$ cat src/rtl/seq_deskew_pkg.sv
package seq_deskew_pkg;
  localparam int unsigned LANES_DEF   = 3;
  localparam int unsigned FRAME_W_DEF = 160;
  localparam int unsigned CNT_W_DEF   = 5;
  localparam int unsigned CNT_LSB_DEF = 11;
  localparam int unsigned DEPTH_DEF   = 4;
  localparam int unsigned LAG_MAX_DEF = 2;

  typedef enum logic {ST_SEARCH, ST_RUN} dsk_state_e;
endpackage

$ cat src/rtl/deskew_lane_fifo.sv
module deskew_lane_fifo #(
  parameter int unsigned W     = 160,
  parameter int unsigned DEPTH = 4
) (
  input  logic         clk_i,
  input  logic         rst_ni,
  input  logic         flush_i,
  input  logic         push_i,
  input  logic [W-1:0] data_i,
  input  logic         pop_i,
  output logic [W-1:0] data_o,
  output logic         empty_o,
  output logic         full_o
);
  localparam int unsigned AW = (DEPTH > 1) ? $clog2(DEPTH) : 1;
  localparam int unsigned CW = $clog2(DEPTH + 1);

  logic [W-1:0]  mem_q [DEPTH];
  logic [AW-1:0] wr_q, rd_q;
  logic [CW-1:0] cnt_q;

  function automatic logic [AW-1:0] nxt(input logic [AW-1:0] p);
    return (p == AW'(DEPTH - 1)) ? '0 : p + 1'b1;
  endfunction

  always_ff @(posedge clk_i or negedge rst_ni) begin
    if (!rst_ni) begin
      wr_q  <= '0;
      rd_q  <= '0;
      cnt_q <= '0;
    end else if (flush_i) begin
      wr_q  <= '0;
      rd_q  <= '0;
      cnt_q <= '0;
    end else begin
      if (push_i) wr_q <= nxt(wr_q);
      if (pop_i)  rd_q <= nxt(rd_q);
      cnt_q <= cnt_q + CW'(push_i) - CW'(pop_i);
    end
  end

  always_ff @(posedge clk_i) begin
    if (push_i && !flush_i) mem_q[wr_q] <= data_i;
  end

  assign data_o  = mem_q[rd_q];
  assign empty_o = (cnt_q == '0);
  assign full_o  = (cnt_q == CW'(DEPTH));
endmodule

$ cat src/rtl/deskew_lead.sv
module deskew_lead #(
  parameter int unsigned LANES = 3,
  parameter int unsigned CNT_W = 5
) (
  input  logic [LANES-1:0][CNT_W-1:0] cnt_i,
  output logic [LANES-1:0][CNT_W-1:0] lag_o,
  output logic                        all_eq_o
);
  localparam logic [CNT_W-1:0] HALF = CNT_W'(1) << (CNT_W - 1);

  logic [CNT_W-1:0] lead;
  logic [CNT_W-1:0] diff;
  logic             found, is_lead;

  // leader: a head no other head is ahead of (modulo order)
  always_comb begin
    lead    = cnt_i[0];
    found   = 1'b0;
    is_lead = 1'b0;
    diff    = '0;
    for (int j = 0; j < LANES; j++) begin
      is_lead = 1'b1;
      for (int k = 0; k < LANES; k++) begin
        diff = cnt_i[j] - cnt_i[k];
        if (diff >= HALF) is_lead = 1'b0;
      end
      if (is_lead && !found) begin
        lead  = cnt_i[j];
        found = 1'b1;
      end
    end
  end

  always_comb begin
    all_eq_o = 1'b1;
    for (int k = 0; k < LANES; k++) begin
      lag_o[k] = lead - cnt_i[k];
      if (lag_o[k] != '0) all_eq_o = 1'b0;
    end
  end
endmodule

$ cat src/rtl/deskew_ctrl.sv
module deskew_ctrl
  import seq_deskew_pkg::*;
#(
  parameter int unsigned LANES   = 3,
  parameter int unsigned CNT_W   = 5,
  parameter int unsigned LAG_MAX = 2
) (
  input  logic                        clk_i,
  input  logic                        rst_ni,
  input  logic [LANES-1:0]            lock_i,
  input  logic [LANES-1:0]            empty_i,
  input  logic [LANES-1:0][CNT_W-1:0] lag_i,
  input  logic                        all_eq_i,
  input  logic                        ovf_i,
  output logic [LANES-1:0]            pop_o,
  output logic                        flush_o,
  output logic                        load_o,
  output logic                        aligned_o,
  output logic                        skew_o
);
  dsk_state_e state_q, state_d;
  logic all_lock, all_head, far, load_req, flush_req, skew_q;

  assign all_lock = &lock_i;
  assign all_head = ~|empty_i;

  always_comb begin
    far = 1'b0;
    for (int k = 0; k < LANES; k++)
      if (lag_i[k] > CNT_W'(LAG_MAX)) far = 1'b1;
  end

  // pop / release decisions; independent of overflow
  always_comb begin
    pop_o     = '0;
    load_req  = 1'b0;
    flush_req = 1'b0;
    if (!all_lock) begin
      flush_req = 1'b1;
    end else if (all_head) begin
      if (all_eq_i) begin
        pop_o    = '1;
        load_req = 1'b1;
      end else if (state_q == ST_RUN) begin
        flush_req = 1'b1;
      end else begin
        for (int k = 0; k < LANES; k++) pop_o[k] = |lag_i[k];
      end
    end
  end

  assign flush_o = flush_req | ovf_i;
  assign load_o  = load_req & ~flush_o;

  always_comb begin
    state_d = state_q;
    if (flush_o)     state_d = ST_SEARCH;
    else if (load_o) state_d = ST_RUN;
  end

  always_ff @(posedge clk_i or negedge rst_ni) begin
    if (!rst_ni) begin
      state_q <= ST_SEARCH;
      skew_q  <= 1'b0;
    end else begin
      state_q <= state_d;
      if (load_o)
        skew_q <= 1'b0;
      else if (state_q == ST_SEARCH && all_lock && all_head && !all_eq_i && far)
        skew_q <= 1'b1;
    end
  end

  assign aligned_o = (state_q == ST_RUN);
  assign skew_o    = skew_q;
endmodule

$ cat src/rtl/seq_deskew.sv
module seq_deskew
  import seq_deskew_pkg::*;
#(
  parameter int unsigned LANES   = LANES_DEF,
  parameter int unsigned FRAME_W = FRAME_W_DEF,
  parameter int unsigned CNT_W   = CNT_W_DEF,
  parameter int unsigned CNT_LSB = CNT_LSB_DEF,
  parameter int unsigned DEPTH   = DEPTH_DEF,
  parameter int unsigned LAG_MAX = LAG_MAX_DEF
) (
  input  logic                          clk_i,
  input  logic                          rst_ni,
  input  logic [LANES-1:0][FRAME_W-1:0] frame_i,
  input  logic [LANES-1:0]              valid_i,
  input  logic [LANES-1:0]              lock_i,
  output logic [LANES-1:0][FRAME_W-1:0] frame_o,
  output logic                          valid_o,
  output logic                          aligned_o,
  output logic                          skew_ovf_o
);
  logic [LANES-1:0][FRAME_W-1:0] head;
  logic [LANES-1:0][CNT_W-1:0]   head_cnt, lag;
  logic [LANES-1:0] empty, full, pop, push_raw, push, ovf;
  logic all_eq, flush, load;

  assign push_raw = valid_i & lock_i;
  assign ovf      = push_raw & full & ~pop;
  assign push     = push_raw & ~{LANES{flush}};

  for (genvar k = 0; k < LANES; k++) begin : g_lane
    deskew_lane_fifo #(.W(FRAME_W), .DEPTH(DEPTH)) u_fifo (
      .clk_i  (clk_i),
      .rst_ni (rst_ni),
      .flush_i(flush),
      .push_i (push[k]),
      .data_i (frame_i[k]),
      .pop_i  (pop[k]),
      .data_o (head[k]),
      .empty_o(empty[k]),
      .full_o (full[k])
    );
    assign head_cnt[k] = head[k][CNT_LSB +: CNT_W];
  end

  deskew_lead #(.LANES(LANES), .CNT_W(CNT_W)) u_lead (
    .cnt_i   (head_cnt),
    .lag_o   (lag),
    .all_eq_o(all_eq)
  );

  deskew_ctrl #(.LANES(LANES), .CNT_W(CNT_W), .LAG_MAX(LAG_MAX)) u_ctrl (
    .clk_i    (clk_i),
    .rst_ni   (rst_ni),
    .lock_i   (lock_i),
    .empty_i  (empty),
    .lag_i    (lag),
    .all_eq_i (all_eq),
    .ovf_i    (|ovf),
    .pop_o    (pop),
    .flush_o  (flush),
    .load_o   (load),
    .aligned_o(aligned_o),
    .skew_o   (skew_ovf_o)
  );

  always_ff @(posedge clk_i or negedge rst_ni) begin
    if (!rst_ni) begin
      frame_o <= '0;
      valid_o <= 1'b0;
    end else begin
      valid_o <= load;
      if (load) frame_o <= head;
    end
  end
endmodule

$ cat config.mk
export PLATFORM = sky130hd
export DESIGN_NAME = seq_deskew
export DESIGN_NICKNAME = d
export VERILOG_FILES = /design/src/rtl/seq_deskew_pkg.sv /design/src/rtl/deskew_lane_fifo.sv /design/src/rtl/deskew_lead.sv /design/src/rtl/deskew_ctrl.sv /design/src/rtl/seq_deskew.sv
export SDC_FILE = /design/constraint.sdc
export NUM_CORES = 2
export LEC_CHECK = 0
export CORE_UTILIZATION = 30
export CTS_CLUSTER_SIZE = 14
export DETAILED_ROUTE_END_ITERATION = 16
export DONT_BUFFER_PORTS = 1
export GPL_ROUTABILITY_DRIVEN = 0
export GPL_TIMING_DRIVEN = 0
export PLACE_DENSITY = 0.55
export SYNTH_ARGS = -nofsm -noshare
export SYNTH_HDL_FRONTEND = slang
export SYNTH_SLANG_ARGS = --single-unit
$ cat constraint.sdc
create_clock -name clk_i -period 26 [get_ports clk_i]
set_clock_uncertainty 0.15 [all_clocks]
set_input_delay 3.9 -clock clk_i [delete_from_list [all_inputs] [get_ports clk_i]]
set_output_delay 3.9 -clock clk_i [all_outputs]
set_load 0.01 [all_outputs]
# After elaboration in Yosys (flattened, before gate mapping)
# Memory sizes are Yosys's and may differ from the RTL's.
# Index checks and enable logic that the tools add are counted.
# op_classes
eq_ne	9
n_reduce_logical	34
n_bitwise	10
n_addsub	24
n_lt_le_gt_ge	12
muxes	61
# op_table
op	n
5-bit subtractor	12
5-bit greater-or-equal comparator (second input constant)	9
2-bit 2-to-1 mux	18
1-bit 2-to-1 mux	34
3-bit 2-to-1 mux	7
2-bit nonzero test	8
5-bit by 2-bit > comparator with 1-bit output (second input constant)	3
5-bit nonzero test	3
5-bit OR reduction	3
2-bit by 1-bit adder with 2-bit output (second input constant)	6
3-bit AND	4
2-bit == test (second input constant)	6
5-bit 2-to-1 mux	2
3-bit by 1-bit adder with 3-bit output	3
3-bit == test (second input constant)	3
1-bit logical AND	9
3-bit logical NOT	3
3-bit by 1-bit subtractor with 3-bit output	3
3-bit NOT	2
3-bit OR reduction	2
1-bit logical NOT	5
3-bit AND reduction	1
1-bit NOT	2
1-bit AND	1
1-bit bitwise OR	1
# totals
regBits	504
mem_bits_rw	1920
output_inout_bits	483
word_cells	168
mem_count	3
inputBits	488
# mem_list
name	depth	word_bits	rd	rd_clocked_by_memory_dff	write_ports	line_no	source
g_lane[0].u_fifo.mem_q	4	160	1	0	1	deskew_lane_fifo.sv:18	logic [W-1:0] mem_q [DEPTH];
g_lane[1].u_fifo.mem_q	4	160	1	0	1	deskew_lane_fifo.sv:18	
g_lane[2].u_fifo.mem_q	4	160	1	0	1	deskew_lane_fifo.sv:18	

# Depth between registers and ports, before layout
# An unclocked memory read counts as a cell.
# logic_depth
word_depth	30
depth_mapped	36
mapped_depth_nobuf	32

# By module
# A second synthesis with hierarchy kept.
# unflattened
cells_unflattened	3828
area_unflattened_um2	89838.7
# modules_own_cells
module	instances	seq_area_each_um2	cells_each	area_per_inst_um2
deskew_lane_fifo at g_lane[0].u_fifo ...	2	19393.6	877	23511.3
deskew_lane_fifo at g_lane[1].u_fifo	1	19393.6	876	23490.0
seq_deskew	1	12036.5	1024	17897.2
deskew_lead	1	0.0	147	1203.7
deskew_ctrl	1	50.0	27	225.2

# Worst setup path after synthesis
# No wires, ideal clock.
# synth_timing
kind	register to register
from	register g_lane[2].u_fifo.rd_q[1]
to	memory g_lane[0].u_fifo.mem_q[2][0] (enable)
required_time_ns	24.941
arrival_ns	17.559
path_buffers	3
setup_ns	0.909
stages_incl_launch_ff	28
synth_period_minus_slack_ns	18.618
path_slack_ns	7.382
cell_sequence	dfrtp_1 -> clkbuf_1 -> clkbuf_1 -> mux2i_1 -> nand2_1 -> o21ai_0 -> inv_1 -> ha_1 -> and3_1 -> a221oi_2 -> xor2_1 -> and3_1 -> or2_1 -> nor2_1 -> mux2_2 -> mux2i_1 -> ha_1 -> inv_1 -> fa_1 -> a21o_1 -> a21oi_1 -> xor2_1 -> or2_2 -> mux2i_2 -> nor4b_4 -> a21oi_2 -> buf_2 -> nor3b_1
# synth_between
elab_chain_cells	28
elab_cells_between_ends	53
cone_classes	add/sub (8); order compare (5); mux (21); bitwise (5); reduce/logical (13); memory (1)
# synth_rtl
element	line_no	source
from (decl)	deskew_lane_fifo.sv:19	logic [AW-1:0] wr_q, rd_q;
from (signal assigned)	deskew_lane_fifo.sv:37	if (pop_i) rd_q <= nxt(rd_q);
memory 4 x 160 bit *	--	
via g_lane[2].u_fifo.data_o[13]	deskew_lane_fifo.sv:11	output logic [W-1:0] data_o,
5-bit subtractor	deskew_lead.sv:24	diff = cnt_i[j] - cnt_i[k];
5-bit greater-or-equal comparator	deskew_lead.sv:25	if (diff >= HALF) is_lead = 1'b0;
1-bit 2-to-1 mux	deskew_lead.sv:25	
1-bit 2-to-1 mux	deskew_lead.sv:27	if (is_lead && !found) begin
1-bit logical NOT	deskew_lead.sv:27	
1-bit logical AND	deskew_lead.sv:27	
[... 13 more ...]	--	
3-bit AND	seq_deskew.sv:27	assign ovf = push_raw & full & ~pop;
3-bit OR reduction	seq_deskew.sv:58	.ovf_i (|ovf),
1-bit bitwise OR *	deskew_ctrl.sv:52	assign flush_o = flush_req | ovf_i;
3-bit NOT	seq_deskew.sv:28	assign push = push_raw & ~{LANES{flush}};
3-bit AND	seq_deskew.sv:28	
1-bit logical AND *	deskew_lane_fifo.sv:43	if (push_i && !flush_i) mem_q[wr_q] <= data_i;
1-bit 2-to-1 mux *	deskew_lane_fifo.sv:43	
1-bit 2-to-1 mux (not written as such) *	deskew_lane_fifo.sv:43	
to (decl)	deskew_lane_fifo.sv:18	
# Mark *: on every way through the listed nets, which the timed path passes. The rest lies on a longest branch.

# Final worst setup path
# layout_timing
from	register g_lane[2].u_fifo.rd_q[1]
to	memory g_lane[1].u_fifo.mem_q[0][45] (enable)
# layout_between
elab_chain_cells	28
elab_cells_between_ends	53
cone_classes	add/sub (8); order compare (5); mux (21); bitwise (5); reduce/logical (13); memory (1)
# layout_rtl
element	line_no
memory 4 x 160 bit *	--
via g_lane[2].u_fifo.data_o[14]	deskew_lane_fifo.sv:11
5-bit subtractor	deskew_lead.sv:24
5-bit greater-or-equal comparator	deskew_lead.sv:25
1-bit 2-to-1 mux	deskew_lead.sv:25
1-bit 2-to-1 mux	deskew_lead.sv:27
1-bit logical NOT	deskew_lead.sv:27
1-bit logical AND	deskew_lead.sv:27
[... 13 more ...]	--
3-bit AND	seq_deskew.sv:27
3-bit OR reduction	seq_deskew.sv:58
1-bit bitwise OR *	deskew_ctrl.sv:52
3-bit NOT	seq_deskew.sv:28
3-bit AND	seq_deskew.sv:28
1-bit logical AND *	deskew_lane_fifo.sv:43
1-bit 2-to-1 mux *	deskew_lane_fifo.sv:43
1-bit 2-to-1 mux (not written as such) *	deskew_lane_fifo.sv:43
to (decl)	deskew_lane_fifo.sv:18
# Marks and branches as above.

==> results.py <==
metrics = {
    "run_status": {
        "status": "finished clean",
    },
    "yosys": {
        "async_flop_share": 0.208,
        "synthDistinctLibCells": 53,
        "synth_edf_count": 1920,
        "syn_avg_cell_area_um2": 18.4,
        "syn_nets": 5422,
        "yosysSeqAreaShare": 0.783,
        "syn_inst": 4877,
        "synthFlopType": "edfxtp_1",
        "syn-cell-area_um2": 89700,
        "yosys_warnings": 0,
        "synth_seq_cells": 2424,
    },
    "cts": {
        "cts_tree": "yes",
        "cts.sinks": 2424,
        "root_buffer": "clkbuf_16",
        "numCtsBuffers": 272,
        "htree_num_levels": 5,
        "clk_pin_slew_worst_paths_ns": 0.06,
        "clk_latency_ns": 0.86,
        "cts_resized": 0,
        "cts_setup_buffers": 0,
        "postCtsHoldBufs": 0,
        "clockBufferDepth": 4,
    },
    "worst_setup_path": {
        "worstPathRequired_ns": 26.40,
        "crit_slowest_cell": "nor3b_2",
        "path_class": "register to register",
        "crit_path_start_kind": "register",
        "cpPeakStageDelay_ns": 0.74,
        "cp_max_fo": 10,
        "worstSetupEndpointType": "register",
        "rrSetupSlack_ns": 15.52,
        "rr_startpoint": "g_lane[2].u_fifo.rd_q[1]$_DFFE_PN0P_",
        "rr_endpoint": "g_lane[1].u_fifo.mem_q[0][45]$_DFFE_PP_",
        "reg2reg_depth": 35,
        "arrival_ns": 10.88,
        "cpMostUsedCell": "buf_6",
    },
    "sta": {
        "max_slew_margin": 0.189,
        "rsz0062_at_grt": "no",
        "worst_slew_pin_slew_ns": 1.22,
        "hold_violations": 0,
        "finalCritPeriodShare": 0.403,
        "finalSetupViolations": 0,
        "fmax_mhz": 95.4,
        "finalSetupTns_ns": 0,
        "min_period_ns": 10.48,
        "drv_slew": 0,
    },
    "layout": {
        "seq_area_um2": 70300,
        "syn2layout_area_growth_pct": 19.1,
        "fin_area_um2": 107000,
        "final_nets": 5941,
        "fin_util": 0.359,
        "drive_gt1_frac": 0.222,
        "multiInputGateArea_um2": 18500,
        "n_fill_cell": 27700,
        "finalNonFillerCells": 9591,
    },
    "route": {
        "wl_per_cell_um": 25.3,
        "via_per_inst": 4.64,
        "drt_first_iter_violations": 3075,
        "routed_wl_mm": 243,
        "ant_nets": 0,
        "vias": 44500,
        "dr.pass1.iters": 5,
        "drc": 0,
    },
    "min_path": {
        "hold_path_end": "frame_o[285]$_DFFE_PN0P_",
        "holdCritStartpoint": "frame_o[285]$_DFFE_PN0P_",
        "whs_path_depth": 2,
        "worst_hold_path_type": "register to register",
    },
    "floorplan": {
        "io_pins": 971,
        "row_count": 200,
        "die_w_um": 549,
        "core-area_um2": 297000,
        "initial_core_util": 0.302,
        "dieArea_um2": 301000,
        "chipHeight_um": 549,
    },
    "placement": {
        "dpl-instance-area_um2": 97500,
        "io_buffers": 0,
        "dp.cells": 9058,
        "dp_hpwl_mm": 177,
    },
    "pwr": {
        "leakage_nw": 38.3,
        "seqPwrFrac": 0.517,
        "p_sw_w": 0.00163,
        "pwr-share-clk": 0.477,
        "p_comb_frac": 0.006,
        "p_int_w": 0.00650,
        "ir_worst_vdd_v": 0.0000781,
        "cellPowerDensity_nw_per_um2": 76.1,
        "switching_share": 0.201,
    },
    "grt": {
        "first_global_vias": 46900,
        "antenna_found_initial": 20,
        "grt_pass1_wl_mm": 343,
        "grt_use_total": 0.159,
        "gr-total-overflow": 0,
        "grt_max_degree": 505,
    },
    "flow_run": {
        "max_cap_viol_count": 0,
    },
}
## registers in the layout, indices dropped and copies added, names as in the netlist
register / flops
frame_o: 480
g_lane.u_fifo.cnt_q: 9
g_lane.u_fifo.rd_q: 6
g_lane.u_fifo.mem_q: 1920
u_ctrl.aligned_o: 1
g_lane.u_fifo.wr_q: 6
valid_o: 1
u_ctrl.skew_o: 1
## worst max path at each step
stage | end | cells after the start | slack (ns) | start
floorplan | g_lane[0].u_fifo.mem_q[2][0]$_DFFE_PP_ | 27 | 7.38 | g_lane[2].u_fifo.rd_q[1]$_DFFE_PN0P_
global placement | g_lane[0].u_fifo.mem_q[3][91]$_DFFE_PP_ | 24 | -6.81 | g_lane[2].u_fifo.rd_q[0]$_DFFE_PN0P_
detailed placement | g_lane[1].u_fifo.mem_q[0][45]$_DFFE_PP_ | 33 | 15.29 | g_lane[2].u_fifo.rd_q[0]$_DFFE_PN0P_
CTS | g_lane[1].u_fifo.mem_q[0][45]$_DFFE_PP_ | 35 | 15.30 | g_lane[2].u_fifo.rd_q[1]$_DFFE_PN0P_
global route | g_lane[1].u_fifo.mem_q[0][45]$_DFFE_PP_ | 35 | 14.63 | g_lane[2].u_fifo.rd_q[1]$_DFFE_PN0P_
finish | g_lane[1].u_fifo.mem_q[0][45]$_DFFE_PP_ | 35 | 15.52 | g_lane[2].u_fifo.rd_q[1]$_DFFE_PN0P_
## layout make-up
| type | count | share of cell area |
|---|---|---|
| sequential | 2424 | 0.658 |
| multi-input combinational | 2200 | 0.173 |
| clock buffer | 355 | 0.0698 |
| tap | 3939 | 0.0461 |
| timing repair buffer | 245 | 0.0271 |
| clock inverter | 147 | 0.0159 |
| buffer | 221 | 0.00899 |
| inverter | 32 | 0.00112 |
| antenna | 28 | 0.000656 |
## critical path: cells and delay by family (launching register included)
family / cells / cell delay, ns
xor gates and xnor gates: 2 / 0.33
and+or+nand+nor: 8 / 2.61
muxes: 4 / 1.19
adders and majority gates: 3 / 1.03
buffers and inverters: 13 / 3.05
DFF: 1 / 0.36
AOI/OAI and AO/OA: 5 / 1.40
## cells in the mapped netlist, types with 4 or more instances
cell | count | area [um2]
a21o_1 | 10 | 75.1
a21oi_1 | 22 | 110
and3_1 | 4 | 25.0
buf_1 | 4 | 15.0
buf_2 | 69 | 345
buf_4 | 8 | 60.1
clkbuf_1 | 139 | 522
dfrtp_1 | 504 | 12600
edfxtp_1 | 1920 | 57700
fa_1 | 6 | 120
ha_1 | 51 | 638
inv_1 | 32 | 120
mux2i_1 | 7 | 70.1
mux4_2 | 478 | 10800
nand2_1 | 1446 | 5430
nand2b_1 | 6 | 37.5
nand3_1 | 17 | 85.1
nor2_1 | 23 | 86.3
nor2b_1 | 10 | 62.6
nor3_1 | 13 | 65.1
nor3b_1 | 12 | 90.1
o21ai_0 | 23 | 115
xnor2_1 | 9 | 78.8
xor2_1 | 15 | 131
## power by group through the flow
stage	combinational [W]	clock, W	sequential [W]
6_report	0.0000513	0.00388	0.00420
5_1_grt	0.0000574	0.00412	0.00420
4_1_cts	0.0000367	0.00399	0.00420
3_5_place_dp	0.0000364	0	0.00428
3_3_place_gp	0.0000316	0	0.00429
2_1_floorplan	0.0000240	0	0.00429
## per-layer routing
metal | vias to the layer above | routed length (um) | global-route usage
met4 | 8 | 9540 | 0.0661
met5 | - | 40 | 0
li1 | 19400 | - | -
met1 | 23400 | 89000 | 0.176
met2 | 1302 | 120000 | 0.267
met3 | 378 | 25000 | 0.0676
## cell usage in the layout, fill, tap and decap left out, drive strengths merged, types with 26 or more instances in the layout
cell | netlist | routed
clkinv | 0 | 96
ha | 51 | 51
mux4 | 478 | 478
edfxtp | 1920 | 1920
dfrtp | 504 | 504
nand2 | 1446 | 1446
clkbuf | 139 | 494
diode | 0 | 28
inv | 32 | 49
o21ai | 26 | 26
buf | 82 | 327
## logic make-up (layout without fill, tap and decap cells)
kind of cell / Yosys count / after routing / synth area share
buffers and inverters: 253 / 1000 / 0.0120
flip-flops: 2424 / 2424 / 0.783
AO/OA/AOI/OAI: 82 / 82 / 0.00590
other: 0 / 28 / 0
multiplexers: 489 / 489 / 0.121
AND/OR/NAND/NOR: 1548 / 1548 / 0.0671
XOR/XNOR: 24 / 24 / 0.00234
adder cells (fa/ha/maj): 57 / 57 / 0.00845
## metrics by stage
stage | power [W] | worst slack [ns] | hold WS, ns
after floorplan | 0.00431 | 7.38 | 0.355
after global placement | 0.00432 | -6.81 | 0.373
after detailed placement | 0.00432 | 15.29 | 0.377
after CTS | 0.00823 | 15.30 | 0.390
after global routing | 0.00838 | 14.63 | 0.404
final | 0.00814 | 15.52 | 0.383
Power figures use the tool's default switching activity.
